===== config.mk =====
export PLATFORM = sky130hd
export DESIGN_NAME = diag_flag_encoder
export DESIGN_NICKNAME = d
export VERILOG_FILES = /design/src/rtl/diag_flag_encoder.sv
export SDC_FILE = /design/constraint.sdc
export NUM_CORES = 1
export LEC_CHECK = 0
export ABC_AREA = 1
export ABC_CLOCK_PERIOD_IN_PS = 1600
export BUFFER_PORTS_ARGS = -buffer_cell sky130_fd_sc_hd__buf_4
export CELL_PAD_IN_SITES_DETAIL_PLACEMENT = 0
export CELL_PAD_IN_SITES_GLOBAL_PLACEMENT = 1
export CORE_ASPECT_RATIO = 1.75
export CORE_MARGIN = 3
export CORE_UTILIZATION = 31
export CTS_BUF_LIST = sky130_fd_sc_hd__clkbuf_4 sky130_fd_sc_hd__clkbuf_8
export CTS_CLUSTER_DIAMETER = 60
export CTS_CLUSTER_SIZE = 28
export DETAILED_ROUTE_END_ITERATION = 8
export PLACE_DENSITY_LB_ADDON = 0.1
export SLEW_MARGIN = 20
export SYNTH_ARGS = -nofsm -noshare
export SYNTH_HDL_FRONTEND = slang
export SYNTH_SLANG_ARGS = --single-unit

===== constraint.sdc =====
create_clock -name clk -period 1.6 [get_ports clk]
set_input_delay 0 -clock clk [delete_from_list [all_inputs] [get_ports clk]]
set_output_delay 0 -clock clk [all_outputs]
set_load 0.01 [all_outputs]

===== src/rtl/diag_flag_encoder.sv =====
module diag_flag_encoder #(
  parameter int NCH    = 8,
  parameter int FILT_W = 4
) (
  input  logic              clk,
  input  logic              rst_n,
  input  logic [FILT_W-1:0] filt_len,
  input  logic [NCH-1:0]    ch_on,
  input  logic [NCH-1:0]    open_cmp,
  input  logic [NCH-1:0]    gnd_cmp,
  input  logic [NCH-1:0]    ovl_in,
  input  logic [NCH-1:0]    ovt_in,
  input  logic [NCH-1:0]    vds_low,
  input  logic              clr,
  output logic [2*NCH-1:0]  diag_word,
  output logic [NCH-1:0]    status
);

  localparam logic [1:0] C_SHORT = 2'b00;
  localparam logic [1:0] C_OPEN  = 2'b01;
  localparam logic [1:0] C_PROT  = 2'b10;
  localparam logic [1:0] C_OK    = 2'b11;

  logic [NCH-1:0] ol_q, sg_q, pr_q;
  logic [NCH-1:0] ol_hit, sg_hit;

  for (genvar i = 0; i < NCH; i++) begin : g_ch
    logic [FILT_W-1:0] ol_cnt, sg_cnt;
    logic ol_cond, sg_cond;

    assign ol_cond = open_cmp[i] & ~ch_on[i];
    assign sg_cond = gnd_cmp[i]  & ~ch_on[i];

    always_ff @(posedge clk or negedge rst_n) begin
      if (!rst_n) begin
        ol_cnt <= '0;
        sg_cnt <= '0;
      end else begin
        if (!ol_cond)                ol_cnt <= '0;
        else if (ol_cnt < filt_len)  ol_cnt <= ol_cnt + 1'b1;
        if (!sg_cond)                sg_cnt <= '0;
        else if (sg_cnt < filt_len)  sg_cnt <= sg_cnt + 1'b1;
      end
    end

    assign ol_hit[i] = ol_cond && (ol_cnt >= filt_len);
    assign sg_hit[i] = sg_cond && (sg_cnt >= filt_len);

    assign diag_word[2*i+1 -: 2] = pr_q[i] ? C_PROT  :
                                   sg_q[i] ? C_SHORT :
                                   ol_q[i] ? C_OPEN  : C_OK;

    p_prot_code_r2: assert property (@(posedge clk) disable iff (!rst_n)
      ((ovl_in[i] | ovt_in[i]) && !clr) |=> diag_word[2*i+1 -: 2] == C_PROT);

    p_open_on_ignored_r3: assert property (@(posedge clk) disable iff (!rst_n)
      (ch_on[i] && !ol_q[i]) |=> !ol_q[i]);

    p_short_on_ignored_r4: assert property (@(posedge clk) disable iff (!rst_n)
      (ch_on[i] && !sg_q[i]) |=> !sg_q[i]);

    p_status_follow_r9: assert property (@(posedge clk) disable iff (!rst_n)
      $past(rst_n) |-> status[i] == $past(vds_low[i]));
  end

  always_ff @(posedge clk or negedge rst_n) begin
    if (!rst_n) begin
      ol_q   <= '0;
      sg_q   <= '0;
      pr_q   <= '0;
      status <= '0;
    end else begin
      ol_q   <= clr ? '0 : (ol_q | ol_hit);
      sg_q   <= clr ? '0 : (sg_q | sg_hit);
      pr_q   <= clr ? '0 : (pr_q | ovl_in | ovt_in);
      status <= vds_low;
    end
  end

  p_clear_all_r6: assert property (@(posedge clk) disable iff (!rst_n)
    clr |=> diag_word == '1);

endmodule


==> results.toml, run 1 <==
[timing]
finalHoldViolations = 0
fin_crit_ns = 1.42
timing.hold.ws_ns = 0.0169
rsz0062_at_grt = "false"
max_slew_margin_pct = 71.5
fmax_mhz = 702
tightest_slew_ns = 0.428
final.period_utilization_pct = 89.0
drv_slew = 0
tns_ns = 0
final.setup_skew_ns = 0.0161
finalSetupViolations = 0

[route]
wl_met1_um = 6110
first_pass_iters = 6
wl_met2_um = 7970
totalWireLength_um = 14700
routed-via-count = 5295
remaining_drc_errors = 0
drt-initial-drc-count = 178
detail_route.wl_per_cell_um = 12.8
via_per_inst = 4.61
top_layer = "met4"
antenna_left = 0
met3_length_um = 402

[critical_path]
crit_arrival_ns = 1.71
worstSetupPathType = "register to register"
r2r_cells = 7
r2r_end = "g_ch[3].ol_cnt[0]"
cp_slowest_cell = "dfrtp_1"
cp_common_cell = "nand2_1"
crit_chain = "ha_1, a21oi_1, nand2_1, nand2_2, inv_2, nand2_1, nand2_1"
r2r_setup_slack_ns = 0.18
startpoint = "g_ch[3].ol_cnt[3]"
crit_path_end = "g_ch[3].ol_cnt[0]"
max_stage_delay_ns = 0.42
path_max_fanout = 5
endpoint_kind = "register"
critPathLaunchType = "register"
crit_required_ns = 1.89
r2r_start = "g_ch[3].ol_cnt[3]"

[run]
maxCapViolCount = 0

[logic_synthesis]
netlist_top_cells_count = "201 x nand2_1, 96 x dfrtp_1, 80 x ha_1"
syn-mean-instance-area_sq_um = 8.31
syn_area_sq_um = 6270
yosys_warnings = 0
yosysTopAreaCellShare_pct = 38.3
synthFlopType = "dfrtp_1"
yosys.area.top_type = "dfrtp_1"
synth_edf_count = 0
syn_nets = 890
async_flop_share_pct = 100
synth_cell_type_count = 23
ys_seq_elements = 96
netlist_instances = 755
synthTopCellsByArea = "dfrtp_1 38%, ha_1 16%, nand2_1 12%"
ys_seq_area_share_pct = 38.3
yosysMostFrequentCell = "nand2_1"

[global_route]
grt_use_total_pct = 14.5
grt_first_pass_wirelength_um = 26000
antenna_found_initial = 0
grt-ovfl-total = 0
grt_max_degree = 43
grt_pass1_vias = 5552

[power]
peakVddDrop_v = 0.000389
leakage_nw = 4.40
p_per_area_nw_per_um2 = 680

[clock_tree]
path_clk_slew_ns = 0.10
clockBufferDepth = 2
postCtsSetupBuffers = 0
numCtsBuffers = 9
cts.sinks = 96
cts_hold_buf = 52
cts_root_buf = "clkbuf_8"
cts_tree = "built"
clkLatencyLatePin_ns = 0.39
cts_resized = 0
htreeDepth = 3

[place]
gp_congestion = 0.800
io_buffers = 78
placedCellCount = 1081
dp_hpwl_um = 10800

[die]
die_y_um = 194
pin_count = 79
initial_core_util_pct = 31.7
core-area_sq_um = 19800
die_area_sq_um = 22100
die_w_um = 114
rows = 68

[layout]
post-route-util_pct = 40.4
area_growth_pct = 27.8
final_cells = 1149
drive_above_1_share_pct = 21.6
final_nets = 1034
n_antenna_cell = 0

[status]
status = "completed"

[hold_path]
min_path_type = "input pin to register"
-- registers in the layout, indices dropped and copies added, names as in the netlist --
register and count:
g_ch.ol_cnt 32, g_ch.sg_cnt 32, ol_q 8, pr_q 8, sg_q 8, status 8
-- worst min path at each step --
stage | from | to | cells after the start
2_1_floorplan | rst_n | g_ch[0].ol_cnt[0] | 0
3_3_place_gp | rst_n | g_ch[4].ol_cnt[3] | 1
3_5_place_dp | rst_n | g_ch[4].ol_cnt[3] | 1
4_1_cts | clr | pr_q[0] | 2
5_1_grt | gnd_cmp[3] | g_ch[3].sg_cnt[3] | 5
6_report | clr | pr_q[0] | 2
-- critical path: cells and delay by family (launching register included) --
| family | cells | cell delay, ns |
|---|---|---|
| buffers and inverters | 1 | 0.06 |
| AO/OA/AOI/OAI | 1 | 0.22 |
| AND/OR/NAND/NOR | 4 | 0.29 |
| adder cells (fa/ha/maj) | 1 | 0.32 |
| flip-flops | 1 | 0.42 |
-- kinds of logic after synthesis --
family	count (synthesis)	share of synthesized area, %
fa+ha+maj	80	16.0
flops	96	38.3
xor+xnor	30	4.19
buf+inv	105	6.32
compound gates	68	8.26
simple gates	376	27.0
-- cell usage in the layout, fill, tap and decap left out, drive strengths merged --
master and instances:
xnor2 4, o21bai 14, o21ai 8, a21oi 46, buf 83, clkbuf 14, nor2 46, inv 92
ha 80, nand3 72, nand2 232, dlygate4sd3 52, clkinv 11, bufinv 2, nor3 8, dfrtp 96
or2 2, nand4 16, xor2 26
-- power breakdown --
group | switching (mW) | total (mW) | internal (mW)
registers | 0.0708 | 2.57 | 2.50
logic | 0.492 | 0.932 | 0.440
clock network | 0.896 | 1.94 | 1.05
total | 1.46 | 5.45 | 3.99
-- per-stage QoR --
step	setup WS, ns	instance area, sq um	power (mW)
after global placement	0.201	7260	3.46
final	0.176	8020	5.45
after global routing	0.0188	8020	5.78
after detailed placement	0.183	7260	3.48
after CTS	0.170	8020	5.58
after floorplan	0.314	6270	3.09
-- cell type report --
type | instances | area, sq um
clock buffer | 14 | 180
sequential | 96 | 2400
inverter | 103 | 387
fill | 2001 | 11800
timing repair buffer | 135 | 1210
multi-input combinational | 554 | 3480
clock inverter | 2 | 60.1
tap | 245 | 307
-- routing by layer --
metal / GRT usage, % / up-vias
met4: 4.77 / 0
met3: 2.22 / 14
met1: 16.7 / 2501
met5: 0 / -
li1: - / 2727
met2: 26.7 / 53
(Power assumes the default switching activity.)
==> run 2: changes to the inputs <==
--- a/config.mk
+++ b/config.mk
@@ -7,7 +7,6 @@
 export LEC_CHECK = 0
 export ABC_AREA = 1
 export ABC_CLOCK_PERIOD_IN_PS = 1600
-export BUFFER_PORTS_ARGS = -buffer_cell sky130_fd_sc_hd__buf_4
 export CELL_PAD_IN_SITES_DETAIL_PLACEMENT = 0
 export CELL_PAD_IN_SITES_GLOBAL_PLACEMENT = 1
 export CORE_ASPECT_RATIO = 1.75
@@ -17,6 +16,7 @@
 export CTS_CLUSTER_DIAMETER = 60
 export CTS_CLUSTER_SIZE = 28
 export DETAILED_ROUTE_END_ITERATION = 8
+export DONT_BUFFER_PORTS = 1
 export PLACE_DENSITY_LB_ADDON = 0.1
 export SLEW_MARGIN = 20
 export SYNTH_ARGS = -nofsm -noshare
==> results.toml, run 2 (synthesized netlist as in run 1, its figures left out) <==
[global_route]
busiest_layer = "met2"
use_met2_pct = 27.1
antenna_found_initial = 0
grt-ovfl-total = 0
gr-usage-met3_pct = 2.25
grt_max_degree = 97
grt_use_total_pct = 14.1
grt_first_pass_wirelength_um = 25000
use_met1_pct = 15.1
grt_pass1_vias = 5297

[layout]
mostFrequentLayoutCell = "nand2_1"
n_antenna_cell = 0
final_cell_mix = "201 x nand2_1, 96 x dfrtp_1, 80 x ha_1"
design_area_sq_um = 7480
drive_above_1_share_pct = 13.9
area_growth_pct = 19.2
fillers = 2037
final_nets = 963
top_regs = "g_ch.ol_cnt: 32 flops, g_ch.sg_cnt: 32 flops"

[route]
detail_route.wl_per_cell_um = 13.5
remaining_drc_errors = 0
first_pass_iters = 4
totalWireLength_um = 14500
drt-initial-drc-count = 114
via_per_inst = 4.69
antenna_left = 0
routed-via-count = 5052

[power]
peakVddDrop_v = 0.000269
leakage_nw = 4.04
p_per_area_nw_per_um2 = 691

[clock_tree]
path_clk_slew_ns = 0.09
cts.sinks = 96
cts_hold_buf = 61
clockBufferDepth = 2
clkLatencyLatePin_ns = 0.38
cts_resized = 0
cts_tree = "built"
numCtsBuffers = 9
postCtsSetupBuffers = 0
htreeDepth = 3
cts_root_buf = "clkbuf_8"

[timing]
fin_crit_ns = 1.44
final.setup_skew_ns = 0.00696
timing.hold.ws_ns = -0.695
tightest_slew_ns = 0.274
final.period_utilization_pct = 89.9
fmax_mhz = 695
finalHoldViolations = 96
finalSetupViolations = 0
tns_ns = 0
rsz0062_at_grt = "false"
drv_slew = 0
max_slew_margin_pct = 81.7

[die]
die_area_sq_um = 22100
die_y_um = 194
pin_count = 79
die_w_um = 114
rows = 68
initial_core_util_pct = 31.7
core-area_sq_um = 19800

[critical_path]
crit_chain = "ha_1, a21oi_1, nand2_1, nand2_2, inv_2, nand2_1, nand2_1"
crit_required_ns = 1.88
endpoint_kind = "register"
cp_common_cell = "nand2_1"
cp_slowest_cell = "dfrtp_1"
worstSetupPathType = "register to register"
path_max_fanout = 5
cp_top_family = "flip-flops"
critPathLaunchType = "register"
cp_num_buf_inv = 1
max_stage_delay_ns = 0.43
crit_arrival_ns = 1.72

[place]
io_buffers = 0
dp_hpwl_um = 10200
detailed_place.area_sq_um = 6630
gp_congestion = 0.766

[run]
maxCapViolCount = 0

[hold_path]
min_path_type = "input pin to async pin"

[status]
status = "finished, violations left"
violations = "negative hold slack"
==> run 2: cell count changes in the layout (fill, tap and decap cells not counted) <==
| cell | previous run | this run |
|---|---|---|
| clkbuf_8 | 12 | 10 |
| dlygate4sd3_1 | 52 | 60 |
| buf_12 | 5 | 4 |
| buf_4 | 78 | 0 |
| clkbuf_4 | 2 | 3 |
| clkinv_2 | 0 | 1 |
==> run 2: path summary, 6_finish.rpt <==
kind	to	cells past startpoint	slack, ns	from
setup / recovery	g_ch[1].ol_cnt[1]	7	0.16	g_ch[1].ol_cnt[3]
hold / removal	pr_q[1]	0	-0.69	rst_n
setup reg to reg	g_ch[1].ol_cnt[1]	7	0.16	g_ch[1].ol_cnt[3]
hold reg to reg	ol_q[0]	2	0.53	ol_q[0]
max in group asynchronous	g_ch[6].ol_cnt[0]	0	2.16	rst_n
min in group clk	g_ch[2].ol_cnt[1]	5	0.02	ch_on[2]
==> run 2: metrics by stage <==
stage | setup WS [ns] | total power [mW] | cells | util [%] | hold WS [ns]
2_1_floorplan | 0.314 | 3.09 | 755 | - | -0.296
3_5_place_dp | 0.163 | 3.24 | 1001 | 33.5 | -0.290
3_3_place_gp | 0.181 | 3.22 | 1001 | 33.5 | -0.292
6_report | 0.162 | 5.17 | 1078 | 37.7 | -0.695
4_1_cts | 0.142 | 5.29 | 1078 | 37.7 | -0.730
5_1_grt | 0.0112 | 5.47 | 1078 | 37.7 | -0.733
==> run 2: cell type report <==
type                            instances  area (sq um)  area share, %
Clock inverter                          3          65.1          0.870
Clock buffer                           13           160           2.14
Sequential cell                        96          2400           32.1
Tap cell                              245           307           4.10
Inverter                              103           387           5.17
Timing Repair Buffer                   64           681           9.10
Multi-Input combinational cell        554          3480           46.5
==> run 2: where the power goes <==
part	internal, mW	total [mW]	switching (mW)
registers	2.50	2.58	0.0792
clock network	0.976	1.86	0.881
logic	0.326	0.727	0.401
==> run 2: layer usage <==
metal	wire (um)	share of wire, %	vias to the layer above
li1	-	-	2597
met1	5790	40	2383
met2	8180	56	59
met3	357	2.5	13
met4	203	1.4	0
met5	0	0	-
==> run 2: worst register-to-register path, cell delays in order (launching register included) <==
cell and delay, ns:
dfrtp_1 0.43, ha_1 0.32, a21oi_1 0.21, nand2_1 0.09, nand2_2 0.11, inv_2 0.07, nand2_1 0.06, nand2_1 0.05
